**config.mk**
```make
export PLATFORM = sky130hd
export DESIGN_NAME = bus_strobe_gen
export DESIGN_NICKNAME = d
export VERILOG_FILES = /design/src/rtl/bus_strobe_pkg.sv /design/src/rtl/strobe_state_ctr.sv /design/src/rtl/cycle_sampler.sv /design/src/rtl/strobe_decode.sv /design/src/rtl/bus_strobe_gen.sv
export SDC_FILE = /design/constraint.sdc
export NUM_CORES = 1
export LEC_CHECK = 0
export BUFFER_PORTS_ARGS = -buffer_cell sky130_fd_sc_hd__buf_4
export CORE_AREA = 2 2 39 41
export DETAILED_ROUTE_END_ITERATION = 8
export DIE_AREA = 0 0 41 43
export HOLD_SLACK_MARGIN = 0.12
export PLACE_DENSITY = 0.66
export SLEW_MARGIN = 30
export SYNTH_ARGS = -nofsm -noshare
export SYNTH_HDL_FRONTEND = slang
export SYNTH_SLANG_ARGS = --single-unit
```
**constraint.sdc**
```tcl
create_clock -name clk -period 1.2 [get_ports clk]
set_input_delay 0.18 -clock clk [delete_from_list [all_inputs] [get_ports clk]]
set_output_delay 0.18 -clock clk [all_outputs]
set_load 0.1 [all_outputs]
```
**src/rtl/bus_strobe_pkg.sv**
```systemverilog
package bus_strobe_pkg;

  typedef enum logic [1:0] {
    HI_PORT_LATCH = 2'd0,
    HI_PC_UPPER   = 2'd1,
    HI_DPTR_UPPER = 2'd2
  } hi_src_e;

  // External fetch when the pin forbids on-chip code or the address lies past it.
  function automatic logic pick_external(input logic rom_allowed,
                                         input logic [31:0] pc_val,
                                         input logic [31:0] rom_depth);
    return !rom_allowed || (pc_val >= rom_depth);
  endfunction

  function automatic hi_src_e pick_hi_src(input logic data_cyc,
                                          input logic wide,
                                          input logic ext);
    if (data_cyc) return wide ? HI_DPTR_UPPER : HI_PORT_LATCH;
    return ext ? HI_PC_UPPER : HI_PORT_LATCH;
  endfunction

endpackage

```
**src/rtl/strobe_state_ctr.sv**
```systemverilog
module strobe_state_ctr #(
  parameter int STATES         = 6,
  parameter int CLKS_PER_STATE = 2,
  localparam int ST_W = (STATES > 1) ? $clog2(STATES) : 1,
  localparam int PH_W = (CLKS_PER_STATE > 1) ? $clog2(CLKS_PER_STATE) : 1
) (
  input  logic            clk,
  input  logic            rst_n,
  output logic [ST_W-1:0] st,
  output logic [PH_W-1:0] ph,
  output logic            cyc_start
);
  localparam logic [ST_W-1:0] ST_LAST = ST_W'(STATES - 1);
  localparam logic [PH_W-1:0] PH_LAST = PH_W'(CLKS_PER_STATE - 1);

  logic [ST_W-1:0] st_q;
  logic [PH_W-1:0] ph_q;

  always_ff @(posedge clk or negedge rst_n) begin
    if (!rst_n) begin
      st_q <= '0;
      ph_q <= '0;
    end else if (ph_q == PH_LAST) begin
      ph_q <= '0;
      st_q <= (st_q == ST_LAST) ? '0 : st_q + 1'b1;
    end else begin
      ph_q <= ph_q + 1'b1;
    end
  end

  assign st        = st_q;
  assign ph        = ph_q;
  assign cyc_start = (st_q == '0) && (ph_q == '0);
endmodule

```
**src/rtl/cycle_sampler.sv**
```systemverilog
module cycle_sampler #(
  parameter int PC_W      = 16,
  parameter int ROM_DEPTH = 4096
) (
  input  logic            clk,
  input  logic            rst_n,
  input  logic            cyc_start,
  input  logic            rom_en,
  input  logic [PC_W-1:0] pc,
  input  logic            xdata_cyc,
  input  logic            xdata_wide,
  output logic            xd_cur,
  output logic            wide_cur,
  output logic            ext_cur
);
  import bus_strobe_pkg::*;

  logic xd_live, wide_live, ext_live;
  logic xd_q, wide_q, ext_q;

  assign xd_live   = xdata_cyc & rst_n;
  assign wide_live = xdata_wide & rst_n;
  assign ext_live  = rst_n & pick_external(rom_en, 32'(pc), 32'(ROM_DEPTH));

  always_ff @(posedge clk or negedge rst_n) begin
    if (!rst_n) begin
      xd_q   <= 1'b0;
      wide_q <= 1'b0;
      ext_q  <= 1'b0;
    end else if (cyc_start) begin
      xd_q   <= xd_live;
      wide_q <= wide_live;
      ext_q  <= ext_live;
    end
  end

  // Live during the opening clock, held for the rest of the cycle.
  assign xd_cur   = cyc_start ? xd_live   : xd_q;
  assign wide_cur = cyc_start ? wide_live : wide_q;
  assign ext_cur  = cyc_start ? ext_live  : ext_q;
endmodule

```
**src/rtl/strobe_decode.sv**
```systemverilog
module strobe_decode #(
  parameter int STATES = 6,
  localparam int ST_W = (STATES > 1) ? $clog2(STATES) : 1
) (
  input  logic            [ST_W-1:0] st,
  input  logic                       xd_cur,
  input  logic                       wide_cur,
  input  logic                       ext_cur,
  output logic                       ale,
  output logic                       psen_n,
  output logic                       fetch_ext,
  output bus_strobe_pkg::hi_src_e    hi_sel
);
  import bus_strobe_pkg::*;

  localparam logic [ST_W-1:0] ST_FIRST = '0;
  localparam logic [ST_W-1:0] ST_MID   = ST_W'(STATES / 2);

  logic at_first, at_mid;
  assign at_first = (st == ST_FIRST);
  assign at_mid   = (st == ST_MID);

  assign ale       = (at_first && !xd_cur) || at_mid;
  assign psen_n    = !(ext_cur && !xd_cur && !at_first && !at_mid);
  assign fetch_ext = ext_cur;
  assign hi_sel    = pick_hi_src(xd_cur, wide_cur, ext_cur);
endmodule

```
**src/rtl/bus_strobe_gen.sv**
```systemverilog
module bus_strobe_gen #(
  parameter int STATES         = 6,
  parameter int CLKS_PER_STATE = 2,
  parameter int PC_W           = 16,
  parameter int ROM_DEPTH      = 4096
) (
  input  logic            clk,
  input  logic            rst_n,
  input  logic            rom_en,
  input  logic [PC_W-1:0] pc,
  input  logic            xdata_cyc,
  input  logic            xdata_wide,
  output logic            ale,
  output logic            psen_n,
  output logic            fetch_ext,
  output logic [1:0]      hi_sel
);
  import bus_strobe_pkg::*;

  localparam int ST_W = (STATES > 1) ? $clog2(STATES) : 1;
  localparam int PH_W = (CLKS_PER_STATE > 1) ? $clog2(CLKS_PER_STATE) : 1;

  // Named internal events, visible to the bound checker.
  logic [ST_W-1:0] st;
  logic [PH_W-1:0] ph;
  logic            cyc_start;
  logic            xd_cur, wide_cur, ext_cur;
  hi_src_e         hi_src;

  strobe_state_ctr #(.STATES(STATES), .CLKS_PER_STATE(CLKS_PER_STATE)) u_ctr (
    .clk(clk), .rst_n(rst_n), .st(st), .ph(ph), .cyc_start(cyc_start)
  );

  cycle_sampler #(.PC_W(PC_W), .ROM_DEPTH(ROM_DEPTH)) u_smp (
    .clk(clk), .rst_n(rst_n), .cyc_start(cyc_start),
    .rom_en(rom_en), .pc(pc), .xdata_cyc(xdata_cyc), .xdata_wide(xdata_wide),
    .xd_cur(xd_cur), .wide_cur(wide_cur), .ext_cur(ext_cur)
  );

  strobe_decode #(.STATES(STATES)) u_dec (
    .st(st), .xd_cur(xd_cur), .wide_cur(wide_cur), .ext_cur(ext_cur),
    .ale(ale), .psen_n(psen_n), .fetch_ext(fetch_ext), .hi_sel(hi_src)
  );

  assign hi_sel = hi_src;
endmodule

```
[Word-level counts from Yosys, hierarchy flattened]
Index checks and enable logic that the tools add are counted.
Storage, ports and cells
  output and inout bits: 5
  word-level logic and storage cells: 37
  register bits after elaboration: 7
Operators by class
  add/subtract/negate cells: 2
  $lt $le $gt $ge: 1
  mux-type cells: 10
  reductions and logical operators: 13
  bitwise gates (word level): 4
  equal/unequal tests: 2
Operators with widths (number)
  greater-or-equal comparator 16 x 13 -> 1 bit, second input constant: 1
  2-to-1 mux 1 bit: 6
  2-to-1 mux 2 bit: 3
  logical AND 1 bit: 5
  logical NOT 1 bit: 5
  adder 3 x 1 -> 3 bit, second input constant: 1
  bitwise AND 1 bit: 3
  equality test 3 x 2 -> 1 bit, second input constant: 1
  equality test 3 bit, second input constant: 1
  logical NOT 3 bit: 1
  2-to-1 mux 3 bit: 1
  logical OR 1 bit: 2
  adder 1 bit, second input constant: 1
  NOT 1 bit: 1

[Logic depth before layout (Yosys ltp)]
  depth in word-level cells: 8
  depth in mapped cells: 4

[Cells and area by module]
A second synthesis with hierarchy kept.
Unflattened totals
  cells, all modules: 33
  area, all modules: 356.6 sq um
Modules (own cells, without submodules)
  strobe_state_ctr: times used 1, cells an instance 12, area an instance 166.4 sq um
  cycle_sampler: times used 1, cells an instance 13, area an instance 137.6 sq um
  strobe_decode: times used 1, cells an instance 8, area an instance 52.6 sq um

[Worst setup path after synthesis]
Ideal clock, no wire load.
  kind: register to output
  start: reg u_ctr.ph_q (netlist: u_ctr.ph)
  end: out hi_sel[0]
  data arrival time: 2.416 ns
  path buffers: 0
  cell stages (with the launch flop): 4
  path slack: -1.396 ns
  cell sequence: dfrtp_1 -> nor4_2 -> nand3b_1 -> o22ai_1
On the way
  word-level cells in the longest chain between the ends: 5
  elaborated cells on any way between the ends: 7
  classes of those cells: mux: 5; bitwise: 1; reduce/logical: 1
RTL lines
  start: declaration: line strobe_state_ctr.sv:17  | logic [PH_W-1:0] ph_q;
  start signal: assignment: line strobe_state_ctr.sv:27  | ph_q <= ph_q + 1'b1;
  NOT 1 bit (*): line strobe_state_ctr.sv:33  | assign cyc_start = (st_q == '0) && (ph_q == '0);
  logical AND 1 bit (*): line strobe_state_ctr.sv:33
  2-to-1 mux 1 bit (on tied branches)
  2-to-1 mux 1 bit (on tied branches): line bus_strobe_pkg.sv:20, bus_strobe_pkg.sv:19
  2-to-1 mux 2 bit (*): line bus_strobe_pkg.sv:20  | return ext ? HI_PC_UPPER : HI_PORT_LATCH;
  end: declaration: line bus_strobe_gen.sv:16  | output logic [1:0] hi_sel
Mark *: on every way between the ends. The rest lies on a longest branch, timed or not.

[Final worst setup path]
  start: reg u_ctr.st_q[1] (netlist: u_ctr.st[1])
  end: out hi_sel[0]
On the way
  word-level cells in the longest chain between the ends: 5
  elaborated cells on any way between the ends: 7
  classes of those cells: mux: 5; reduce/logical: 2
RTL lines
  start: declaration: line strobe_state_ctr.sv:16  | logic [ST_W-1:0] st_q;
  start signal: assignment: line strobe_state_ctr.sv:25  | st_q <= (st_q == ST_LAST) ? '0 : st_q + 1'b1;
  logical NOT 3 bit (*): line strobe_state_ctr.sv:33
  logical AND 1 bit (*): line strobe_state_ctr.sv:33
  2-to-1 mux 1 bit (on tied branches)
  2-to-1 mux 1 bit (on tied branches): line bus_strobe_pkg.sv:20, bus_strobe_pkg.sv:19
  2-to-1 mux 2 bit (*): line bus_strobe_pkg.sv:20
Marks and branches as above.

==> results.rst <==
.. list-table::
   :header-rows: 1

   * - Metric
     - Value
   * - Number of design-rule violations left by the first detailed-router iteration
     - 6
   * - Top cell type's share of synthesized area
     - 45.5%
   * - Mapped Avg Cell Area
     - 9.18 um2
   * - Final setup skew
     - 0.00815 ns
   * - Height of the die
     - 43 um
   * - Chip Width
     - 41 um
   * - Startpoint type of the worst setup path
     - register
   * - TritonCTS clock tree
     - done
   * - Number of failing hold endpoints at the final stage
     - 0
   * - Number of clock buffers inserted by TritonCTS
     - 3
   * - Number of flops mapped to enable cells by yosys
     - 0
   * - Setup repair after global routing missed its margin
     - yes
   * - DRC
     - 0
   * - Highest net fanout along the worst path
     - 5
   * - Number of inserted diodes
     - 0
   * - Number of antenna violations at the first check in global routing
     - 0
   * - Post-synth design cell area
     - 385 um2
   * - Growth of design area from synthesis to finish
     - 124%
   * - Period utilization
     - 155%
   * - Fill cell total of the finished layout
     - 117
   * - Multi-input combinational cell area
     - 309 um2
   * - Post-synthesis cell type count
     - 22
   * - Pin count of the biggest net entering global routing
     - 10
   * - Met3 routed wirelength
     - 37 um
   * - Highest attainable clock frequency
     - 536 MHz
   * - Finished Core Util
     - 62.5%
   * - Path depth of the worst reg2reg path
     - 4
   * - Buffer cell driving the clock tree root
     - sky130_fd_sc_hd__clkbuf_4
   * - Number of cells on the worst hold path
     - 3
   * - Data arrival time of the worst path
     - 1.69 ns
   * - Share of layout cells above drive strength 1
     - 71.8%
   * - Share of the yosys chip area belonging to registers
     - 45.5%
   * - Transition time at the pin with the least slew margin
     - 0.339 ns
   * - Cell types with the largest area share after synthesis
     - sky130_fd_sc_hd__dfrtp_1, sky130_fd_sc_hd__nand2_1, sky130_fd_sc_hd__nand3_1
   * - Final Instance Count excl. Fillers
     - 94
   * - Number of iterations in the first detailed-routing pass
     - 3
   * - Total congestion overflow after global routing
     - 0
   * - Most common cell in the synthesized netlist
     - sky130_fd_sc_hd__nand2_1
   * - Hold crit path type
     - input port to register
   * - Global-route wire length before repair
     - 1.95 mm
   * - Leading post-synthesis cells by instance count
     - sky130_fd_sc_hd__nand2_1, sky130_fd_sc_hd__dfrtp_1, sky130_fd_sc_hd__nand3_1, sky130_fd_sc_hd__inv_1, sky130_fd_sc_hd__o21ai_1
   * - Launch instance of the worst register-to-register path
     - u_ctr.st[0]
   * - Last weighted congestion value of the routability-driven placer
     - 0.779
   * - Min Clock Period, post-route
     - 1.87 ns
   * - Kind of end point of the critical path
     - output port
   * - Reg-to-reg setup timing slack
     - -0.20 ns
   * - # Max-Cap Violations
     - 0
   * - Final wirelength
     - 1.34 mm
   * - Drt via density
     - 5.00
   * - Power per standard cell area
     - 721 nW/um2
   * - Average wire per cell in the routed design
     - 14.3 um
   * - IO Port Bufs
     - 13
   * - Final-stage net count
     - 101
   * - Predominant post-synthesis flop cell
     - sky130_fd_sc_hd__dfrtp_1
   * - Flop and latch count out of synthesis
     - 7
   * - Total number of vias
     - 470
   * - Top sig layer
     - met4
   * - WS Path Type
     - register to output port
   * - Beginning of the worst hold path
     - xdata_wide
   * - Setup violations, final
     - 10
   * - Remaining max-slew budget at the tightest pin
     - 77.2%
   * - Clock-pin slew of the registers on the worst-case setup and hold paths
     - 0.06 ns
   * - Maximum VDD drop
     - 468 uV
   * - Top-level port count
     - 26
   * - Number of global-route vias before repair
     - 444
   * - Routed length on met2
     - 745 um
   * - Register area
     - 179 um2
   * - Dominant cell type by area after synthesis
     - sky130_fd_sc_hd__dfrtp_1
   * - Clock latency of the later-clocked register in the worst-skew pair
     - 0.25 ns
   * - Worst Setup Slack, final
     - -0.666 ns
   * - Count of H-tree levels built during CTS
     - 1
   * - Worst Hold Path EP
     - u_smp.wide_q
   * - Die Footprint
     - 1760 um2
   * - Static Leakage
     - 0.382 nW
   * - FFs w/ async S/R, synth
     - 100%
   * - Starting Density
     - 27.8%
   * - Failing checks
     - setup timing
   * - Number of max-slew violations in the final report
     - 0
   * - DRT antenna net count
     - 0
   * - Yosys warnings
     - 0
   * - Run status
     - finished with violations
   * - Worst r2r dst
     - u_smp.xd_q
   * - WP data required
     - 1.02 ns
   * - Syn nets
     - 64
   * - Total placed cells including tap cells
     - 83
   * - Wire length the detailed router placed on met1
     - 537 um
   * - Number of standard-cell rows in the floorplan
     - 14
   * - Synthesized instance count
     - 42
   * - Post-DP HPWL
     - 844 um
   * - Floorplan Core Area
     - 1380 um2
   * - Overall Global Routing Usage
     - 17.0%
   * - Maximum root-to-sink buffer count
     - 2
   * - Clock sink total
     - 7
## repair_timing
action                                 in CTS  in global routing
buffers inserted                            2                  4
endpoints found under the hold margin       7                  4
pin swaps                                   3                  6
resized for setup                          18                 12
hold buffers                                1                  1
gates cloned                                0                  0
setup endpoints to repair                   9                 10
## worst max-delay path, cell delays in order (launching register included)
cell	delay [ns]
sky130_fd_sc_hd__dfrtp_2	0.45
sky130_fd_sc_hd__nor4_4	0.40
sky130_fd_sc_hd__nand3b_1	0.18
sky130_fd_sc_hd__o22ai_4	0.20
sky130_fd_sc_hd__buf_12	0.19
## placed cells by master (no fill, tap or decap), drive strengths merged
cell         instances
nor3                 1
nand2                8
nand3b               1
nor2                 1
a31o                 1
a311o                1
clkinv               1
ha                   1
mux2                 1
buf                 30
o21ai                3
inv                  3
nand3                5
or4                  1
or3                  1
nor4                 2
nand2b               1
xor2                 1
o22ai                1
dfrtp                7
clkbuf               3
dlygate4sd3          2
and2                 2
## layout make-up
cell class / instances / area share [%]
repair buffers: 32 / 36.5
multi-input cells: 32 / 35.7
flip-flops and latches: 7 / 20.7
clock buffers: 3 / 2.60
well taps: 16 / 2.32
inverters: 3 / 1.59
clock inverters: 1 / 0.579
## power breakdown
group	internal (W)	total (W)	leakage [nW]	switching [W]
Combinational	0.0000730	0.000164	0.279	0.0000906
Clock	0.000122	0.000214	0.0177	0.0000925
Sequential	0.000241	0.000245	0.0857	0.00000373
## stage by stage
| step | hold WS, ns | total power, W | setup slack, ns | instance area, um2 | TNS [ns] |
|---|---|---|---|---|---|
| after floorplan | -0.116 | 0.000324 | -0.595 | 463 | -2.67 |
| after global placement | 0.00135 | 0.000377 | -0.439 | 671 | -2.11 |
| after detailed placement | 0.00317 | 0.000379 | -0.436 | 671 | -2.24 |
| after CTS | -0.273 | 0.000618 | -0.636 | 788 | -3.54 |
| after global routing | 0.199 | 0.000662 | -0.747 | 865 | -4.03 |
| final | 0.203 | 0.000623 | -0.666 | 865 | -3.50 |
## flip-flops by register name (all words and copies together) (netlist names)
name / flops
u_ctr.st: 3
u_ctr.ph: 1
u_smp.ext_q: 1
u_smp.wide_q: 1
u_smp.xd_q: 1
## worst max-delay path by stage
stage / startpoint / end / slack (ns) / cells after the start
6_report: u_ctr.st[1] / hi_sel[0] / -0.67 / 4
2_1_floorplan: u_ctr.st[2] / hi_sel[0] / -0.60 / 3
3_5_place_dp: u_ctr.ph / hi_sel[1] / -0.44 / 4
5_1_grt: u_ctr.st[1] / hi_sel[0] / -0.75 / 4
4_1_cts: u_ctr.st[0] / hi_sel[1] / -0.64 / 3
3_3_place_gp: u_ctr.ph / hi_sel[1] / -0.44 / 4
## layer usage
layer	track usage (%)	vias up
li1	-	225
met1	19.5	231
met2	25.6	12
met3	6.28	2
met4	10.0	0
met5	0	-
## cell families after synthesis
| kind of cell | synth area share, % |
|---|---|
| and+or+nand+nor | 32.8 |
| adders and majority gates | 3.25 |
| buffers and inverters | 2.92 |
| xor gates and xnor gates | 2.27 |
| AOI/OAI and AO/OA | 10.4 |
| DFF | 45.5 |
| muxes | 2.92 |
Note: power is estimated with default switching activity, not from simulation.
